**config.mk**
```make
export PLATFORM = sky130hd
export DESIGN_NAME = spi_shift_engine
export DESIGN_NICKNAME = d
export VERILOG_FILES = /design/src/rtl/spi_eng_pkg.sv /design/src/rtl/spi_eng_tick.sv /design/src/rtl/spi_eng_txshift.sv /design/src/rtl/spi_eng_rxshift.sv /design/src/rtl/spi_shift_engine.sv
export SDC_FILE = /design/constraint.sdc
export NUM_CORES = 1
export LEC_CHECK = 0
export ABC_CLOCK_PERIOD_IN_PS = 3800
export CAP_MARGIN = 20
export CORE_ASPECT_RATIO = 0.7
export CORE_MARGIN = 2
export CORE_UTILIZATION = 56
export DETAILED_ROUTE_END_ITERATION = 10
export PLACE_DENSITY = 0.78
export SETUP_SLACK_MARGIN = 0.15
export SKIP_CTS_REPAIR_TIMING = 1
export SYNTH_ARGS = -nofsm -noshare
export SYNTH_HDL_FRONTEND = slang
export SYNTH_HIERARCHICAL = 1
export SYNTH_SLANG_ARGS = --single-unit
```
**constraint.sdc**
```tcl
create_clock -name clk -period 3.8 [get_ports clk]
set_clock_uncertainty 0.05 [all_clocks]
set_input_delay 0.38 -clock clk [delete_from_list [all_inputs] [get_ports clk]]
set_output_delay 0.38 -clock clk [all_outputs]
set_load 0.01 [all_outputs]
```
**src/rtl/spi_eng_pkg.sv**
```systemverilog
package spi_eng_pkg;
  localparam int MAX_BITS = 32;
  localparam int MIN_BITS = 4;
  localparam int CTRL_W   = 16;
  localparam int LEN_W    = $clog2(MAX_BITS) + 1;
  localparam int HALF_W   = LEN_W + 1;

  // control word field positions
  localparam int F_EN      = 0;
  localparam int F_FMT_LO  = 1;
  localparam int F_SIZE_LO = 5;
  localparam int F_CPOL    = 10;
  localparam int F_CPHA    = 11;
  localparam int F_LOOP    = 12;
  localparam int F_HOLD    = 14;

  typedef enum logic [1:0] {
    ST_IDLE  = 2'd0,
    ST_SHIFT = 2'd1,
    ST_DONE  = 2'd2
  } eng_state_t;

  // word length from the length-minus-one field, clamped to the minimum
  function automatic logic [LEN_W-1:0] word_bits(input logic [4:0] field);
    if (field < 5'(MIN_BITS - 1)) return LEN_W'(MIN_BITS);
    return LEN_W'(field) + LEN_W'(1);
  endfunction

  // index of the last sclk half period of a word
  function automatic logic [HALF_W-1:0] last_half(input logic [LEN_W-1:0] nbits);
    return {nbits, 1'b0} - HALF_W'(1);
  endfunction
endpackage

```
**src/rtl/spi_eng_tick.sv**
```systemverilog
module spi_eng_tick #(
  parameter int DIV_W = 8
) (
  input  logic             clk,
  input  logic             rst_n,
  input  logic             run,
  input  logic [DIV_W-1:0] div,
  output logic             tick
);
  logic [DIV_W-1:0] cnt;

  assign tick = run && (cnt == div);

  always_ff @(posedge clk or negedge rst_n) begin
    if (!rst_n)            cnt <= '0;
    else if (!run || tick) cnt <= '0;
    else                   cnt <= cnt + 1'b1;
  end
endmodule

```
**src/rtl/spi_eng_txshift.sv**
```systemverilog
module spi_eng_txshift
  import spi_eng_pkg::*;
(
  input  logic                clk,
  input  logic                rst_n,
  input  logic                clr,
  input  logic                load,
  input  logic                cpha,
  input  logic                adv,
  input  logic [LEN_W-1:0]    nbits,
  input  logic [MAX_BITS-1:0] word,
  output logic                mosi
);
  logic [MAX_BITS-1:0] sh;
  logic [MAX_BITS-1:0] aligned;

  // move bit N-1 of the word to the top of the shifter
  assign aligned = word << (LEN_W'(MAX_BITS) - nbits);

  always_ff @(posedge clk or negedge rst_n) begin
    if (!rst_n) begin
      sh   <= '0;
      mosi <= 1'b0;
    end else if (clr) begin
      sh   <= '0;
      mosi <= 1'b0;
    end else if (load) begin
      if (cpha) begin
        sh   <= aligned;
        mosi <= 1'b0;
      end else begin
        sh   <= aligned << 1;
        mosi <= aligned[MAX_BITS-1];
      end
    end else if (adv) begin
      mosi <= sh[MAX_BITS-1];
      sh   <= sh << 1;
    end
  end
endmodule

```
**src/rtl/spi_eng_rxshift.sv**
```systemverilog
module spi_eng_rxshift
  import spi_eng_pkg::*;
(
  input  logic                clk,
  input  logic                rst_n,
  input  logic                clr,
  input  logic                shift,
  input  logic                din,
  output logic [MAX_BITS-1:0] word
);
  always_ff @(posedge clk or negedge rst_n) begin
    if (!rst_n)     word <= '0;
    else if (clr)   word <= '0;
    else if (shift) word <= {word[MAX_BITS-2:0], din};
  end
endmodule

```
**src/rtl/spi_shift_engine.sv**
```systemverilog
module spi_shift_engine
  import spi_eng_pkg::*;
#(
  parameter int DIV_W = 8
) (
  input  logic                clk,
  input  logic                rst_n,
  input  logic [CTRL_W-1:0]   ctrl_word,
  input  logic [DIV_W-1:0]    half_div,
  input  logic                tx_valid,
  input  logic [MAX_BITS-1:0] tx_data,
  output logic                tx_ready,
  output logic                rx_valid,
  output logic [MAX_BITS-1:0] rx_data,
  input  logic                rx_ready,
  output logic                sclk,
  output logic                mosi,
  input  logic                miso,
  output logic                ss_n,
  output logic                busy,
  output logic                underrun,
  output logic                overrun
);
  // live control fields
  logic             c_en, c_motorola, c_cpol, c_cpha, c_loop, c_hold;
  logic [LEN_W-1:0] c_bits;
  logic             ctrl_unused;

  assign c_en       = ctrl_word[F_EN];
  assign c_motorola = (ctrl_word[F_FMT_LO +: 2] == 2'b00);
  assign c_bits     = word_bits(ctrl_word[F_SIZE_LO +: 5]);
  assign c_cpol     = ctrl_word[F_CPOL];
  assign c_cpha     = ctrl_word[F_CPHA];
  assign c_loop     = ctrl_word[F_LOOP];
  assign c_hold     = ctrl_word[F_HOLD];
  assign ctrl_unused = ^{ctrl_word[15], ctrl_word[13], ctrl_word[4:3]};

  // per-word configuration captured at word start
  logic [LEN_W-1:0] q_bits;
  logic             q_cpol, q_cpha, q_loop;
  logic [DIV_W-1:0] q_div;

  eng_state_t        state;
  logic              lvl;
  logic [HALF_W-1:0] hcnt;

  // named internal events
  logic active, start, tick, lead_evt, trail_evt, drive_evt, sample_evt, word_end;
  logic shifting, rx_bit;

  assign active     = c_en & c_motorola;
  assign shifting   = (state == ST_SHIFT);
  assign start      = active & tx_valid & ~shifting;
  assign lead_evt   = tick & ~hcnt[0];
  assign trail_evt  = tick &  hcnt[0];
  assign drive_evt  = shifting & (q_cpha ? lead_evt : trail_evt);
  assign sample_evt = shifting & (q_cpha ? trail_evt : lead_evt);
  assign word_end   = shifting & trail_evt & (hcnt == last_half(q_bits));
  assign rx_bit     = q_loop ? mosi : miso;

  spi_eng_tick #(.DIV_W(DIV_W)) tick_i (
    .clk  (clk),
    .rst_n(rst_n),
    .run  (shifting),
    .div  (q_div),
    .tick (tick)
  );

  spi_eng_txshift tx_i (
    .clk  (clk),
    .rst_n(rst_n),
    .clr  (~active),
    .load (start),
    .cpha (c_cpha),
    .adv  (drive_evt),
    .nbits(c_bits),
    .word (tx_data),
    .mosi (mosi)
  );

  spi_eng_rxshift rx_i (
    .clk  (clk),
    .rst_n(rst_n),
    .clr  (start),
    .shift(sample_evt),
    .din  (rx_bit),
    .word (rx_data)
  );

  always_ff @(posedge clk or negedge rst_n) begin
    if (!rst_n) begin
      state  <= ST_IDLE;
      lvl    <= 1'b0;
      hcnt   <= '0;
      q_bits <= LEN_W'(MIN_BITS);
      q_cpol <= 1'b0;
      q_cpha <= 1'b0;
      q_loop <= 1'b0;
      q_div  <= '0;
    end else if (!active) begin
      state <= ST_IDLE;
      lvl   <= 1'b0;
      hcnt  <= '0;
    end else if (start) begin
      state  <= ST_SHIFT;
      lvl    <= 1'b0;
      hcnt   <= '0;
      q_bits <= c_bits;
      q_cpol <= c_cpol;
      q_cpha <= c_cpha;
      q_loop <= c_loop;
      q_div  <= half_div;
    end else if (shifting && tick) begin
      lvl  <= ~lvl;
      hcnt <= hcnt + 1'b1;
      if (word_end) state <= ST_DONE;
    end else if (state == ST_DONE) begin
      state <= ST_IDLE;
    end
  end

  assign tx_ready = start;
  assign busy     = shifting;
  assign sclk     = lvl ^ (shifting ? q_cpol : c_cpol);
  assign ss_n     = ~(shifting | (active & c_hold));
  assign rx_valid = (state == ST_DONE);
  assign underrun = (state == ST_DONE) & active & ~tx_valid;
  assign overrun  = (state == ST_DONE) & ~rx_ready;
endmodule

```
==> flow_summary.json <==
{
  "syn_inst": 730,
  "hold_violations": 8,
  "netlist_top_cells_area": "dfrtp_1 (34%), mux2i_1 (9.9%), mux4_2 (9.2%)",
  "wl_per_cell_microns": 20.3,
  "io_buffer_count": 96,
  "yosysSeqAreaShare_pct": 34.0,
  "violations": "hold timing",
  "cts_inserted_buffers": 9,
  "reg2reg_setup_slack_ns": 0.84,
  "die_h_microns": 99.9,
  "async_flop_share_pct": 100,
  "fmaxAchievable_ghz": 0.287,
  "drc": 0,
  "area_growth_pct": 20.3,
  "worstPathRequired_ns": 4.04,
  "finalCritPeriodShare_pct": 91.7,
  "synth_top_area_cell": "dfrtp_1",
  "hold_class": "input port to asynchronous set/reset pin",
  "clk_latency_ns": 0.35,
  "io_pins": 101,
  "cap_viol_max_count": 0,
  "drt_first_pass_iters": 5,
  "synth_warnings": 6,
  "finalSetupViolCount": 0,
  "drive_above_1_share_pct": 18.6,
  "netlist.area_leader.share_pct": 33.7,
  "hpwl_mm": 15.5,
  "clk_pin_slew_worst_paths_ns": 0.07,
  "crit_arrival_ns": 3.72,
  "htree_levels": 3,
  "synth_cell_types": 86,
  "ant_nets": 0,
  "synth_seq_cells": 100,
  "power-per-cell-area_mw_per_mm2": 363,
  "power_mw": 3.21,
  "nNetsFinal": 896,
  "synth_edf_count": 0,
  "gp_congestion": 1.02,
  "cts_tree": "built",
  "grt_pass1_vias": 6190,
  "vdd_drop_max_uv": 250,
  "grt_use_total_pct": 30.1,
  "rsz0062_at_grt": "yes",
  "die_w_microns": 141,
  "drt-total-wl_mm": 20.2,
  "cts_buffer_depth": 2,
  "antenna_found_initial": 0,
  "grt_pass1_wl_mm": 33.4,
  "synth_flop_cell": "dfrtp_1",
  "crit_type": "input port to register",
  "critPathCaptureType": "register",
  "synthesis.area_sq_mm": 0.00736,
  "post-route-util_pct": 70.0,
  "post_dp_cell_area_sq_mm": 0.00854,
  "fin_tns_setup_ns": 0,
  "clock_sinks": 100,
  "hold-worst-slack_ns": -0.00763,
  "vias": 6432,
  "cp-startpoint": "ctrl_word[8]",
  "synth_nets": 796,
  "num_rows": 34,
  "period_needed_ns": 3.48,
  "root_buffer": "clkbuf_16",
  "start_util_pct": 58.2,
  "rr_startpoint": "tick_i/cnt[4]",
  "final_cell_area_sq_mm": 0.00885,
  "n_antenna_cell": 0,
  "leakagePower_nw": 3.59,
  "fillers": 949,
  "slew_headroom_pct": 37.4,
  "grt_max_degree": 52,
  "slew_viol_final": 0,
  "syn_avg_cell_area_sq_um": 10.1,
  "core_sq_mm": 0.0126,
  "start_kind": "input port",
  "cp_max_fo": 7,
  "drtIter0Drc": 635,
  "status": "finished with violations",
  "grt.overflow.total": 0,
  "worstMarginPinSlew_ns": 0.932,
  "via_per_inst": 6.45,
  "die_area_sq_mm": 0.0141
}
stage by stage:
step	hold slack (ns)	std cells	worst slack, ns
floorplan	0.0344	730	0.370
global placement	0.400	980	-0.0790
detailed placement	0.410	980	-0.125
CTS	0.0289	996	0.247
global route	0.0400	997	0.140
finish	-0.00763	997	0.315
sequential cells by signal, summed over array words and instances, names as in the netlist:
register,count
hcnt,7
lvl,1
q_bits,6
q_cpha,1
q_cpol,1
q_div,8
q_loop,1
rx_i/word,32
state,2
tick_i/cnt,8
tx_i/mosi,1
tx_i/sh,32
worst max-delay path: stages:
cell and delay (ns):
clkdlybuf4s50_1 0.51, nor3_2 0.27, buf_4 0.16, nor2_4 0.03
inv_1 0.08, ha_1 0.26, or3b_4 0.41, or4b_1 0.69
a22oi_1 0.33, a2111oi_2 0.10, o21ai_1 0.32, o21a_1 0.19
power breakdown:
part,internal (mW),switching (mW)
clock network,0.462,0.457
logic,0.514,0.589
registers,1.13,0.0580
placed cells by master, fill, tap and decap left out, types with 5 or more instances in the layout:
cell type / instances
a211oi_1: 10
a21oi_1: 30
a22oi_1: 5
a31oi_1: 8
a32oi_1: 5
buf_4: 42
clkbuf_16: 9
clkdlybuf4s50_1: 95
dfrtp_1: 99
ha_1: 5
inv_1: 21
mux2_2: 23
mux2_4: 9
mux2i_1: 73
mux4_2: 30
nand2_1: 47
nand2b_1: 7
nand3_1: 22
nor2_1: 80
nor2b_1: 5
nor3_1: 8
o21ai_0: 36
o21ai_1: 7
o22a_1: 5
o22ai_1: 11
or3_1: 5
xnor2_1: 10
xor2_1: 16
cells in the mapped netlist (5+ instances only):
cell	number
inv_1	21
mux2_4	9
a31oi_1	8
o22a_1	5
ha_1	5
mux2_2	23
or3_1	5
buf_6	7
o22ai_1	11
a21oi_1	30
mux2i_1	73
nor3_1	9
nor2b_1	5
xnor2_1	10
nand3_1	22
nand2b_1	7
mux4_2	30
a32oi_1	5
and2_1	5
clkbuf_1	19
nand2_1	47
o21ai_1	7
dfrtp_1	99
a22oi_1	5
xor2_1	16
nor2_1	82
a211oi_1	10
buf_4	5
o21ai_0	36
buf_2	13
metal layers:
layer | vias up | GRT usage [%] | share of wire, %
li1 | 2918 | - | -
met1 | 3124 | 45.1 | 46
met2 | 352 | 44.8 | 43
met3 | 38 | 5.20 | 8.2
met4 | 0 | 10.0 | 2.4
met5 | - | 0 | 0
logic make-up (layout without fill, tap and decap cells):
group,after synthesis,after routing,synth area share [%]
buf+inv,73,178,5.58
mux,135,135,24.5
compound gates,171,171,16.7
fa+ha+maj,5,5,0.850
simple gates,218,218,14.8
flops,100,100,34.0
xor+xnor,28,28,3.54
cell type report:
type                            instances  area, sq um  area share, %
Inverter                               23         86.3          0.976
Clock buffer                            9          225           2.54
Tap cell                              162          203           2.29
Sequential cell                       100         2500           28.3
Clock inverter                          7         67.6          0.763
Multi-Input combinational cell        557         4460           50.4
Timing Repair Buffer                  139         1310           14.8
final timing paths:
| check | end | cells past startpoint |
|---|---|---|
| max | tx_i/mosi | 12 |
| min | hcnt[3] | 1 |
| max reg2reg | tx_i/sh[0] | 10 |
| min reg2reg | tx_i/sh[21] | 1 |
| max in group asynchronous | rx_i/word[1] | 2 |
| min in group clk | tx_i/sh[21] | 1 |
(Power assumes the default switching activity.)
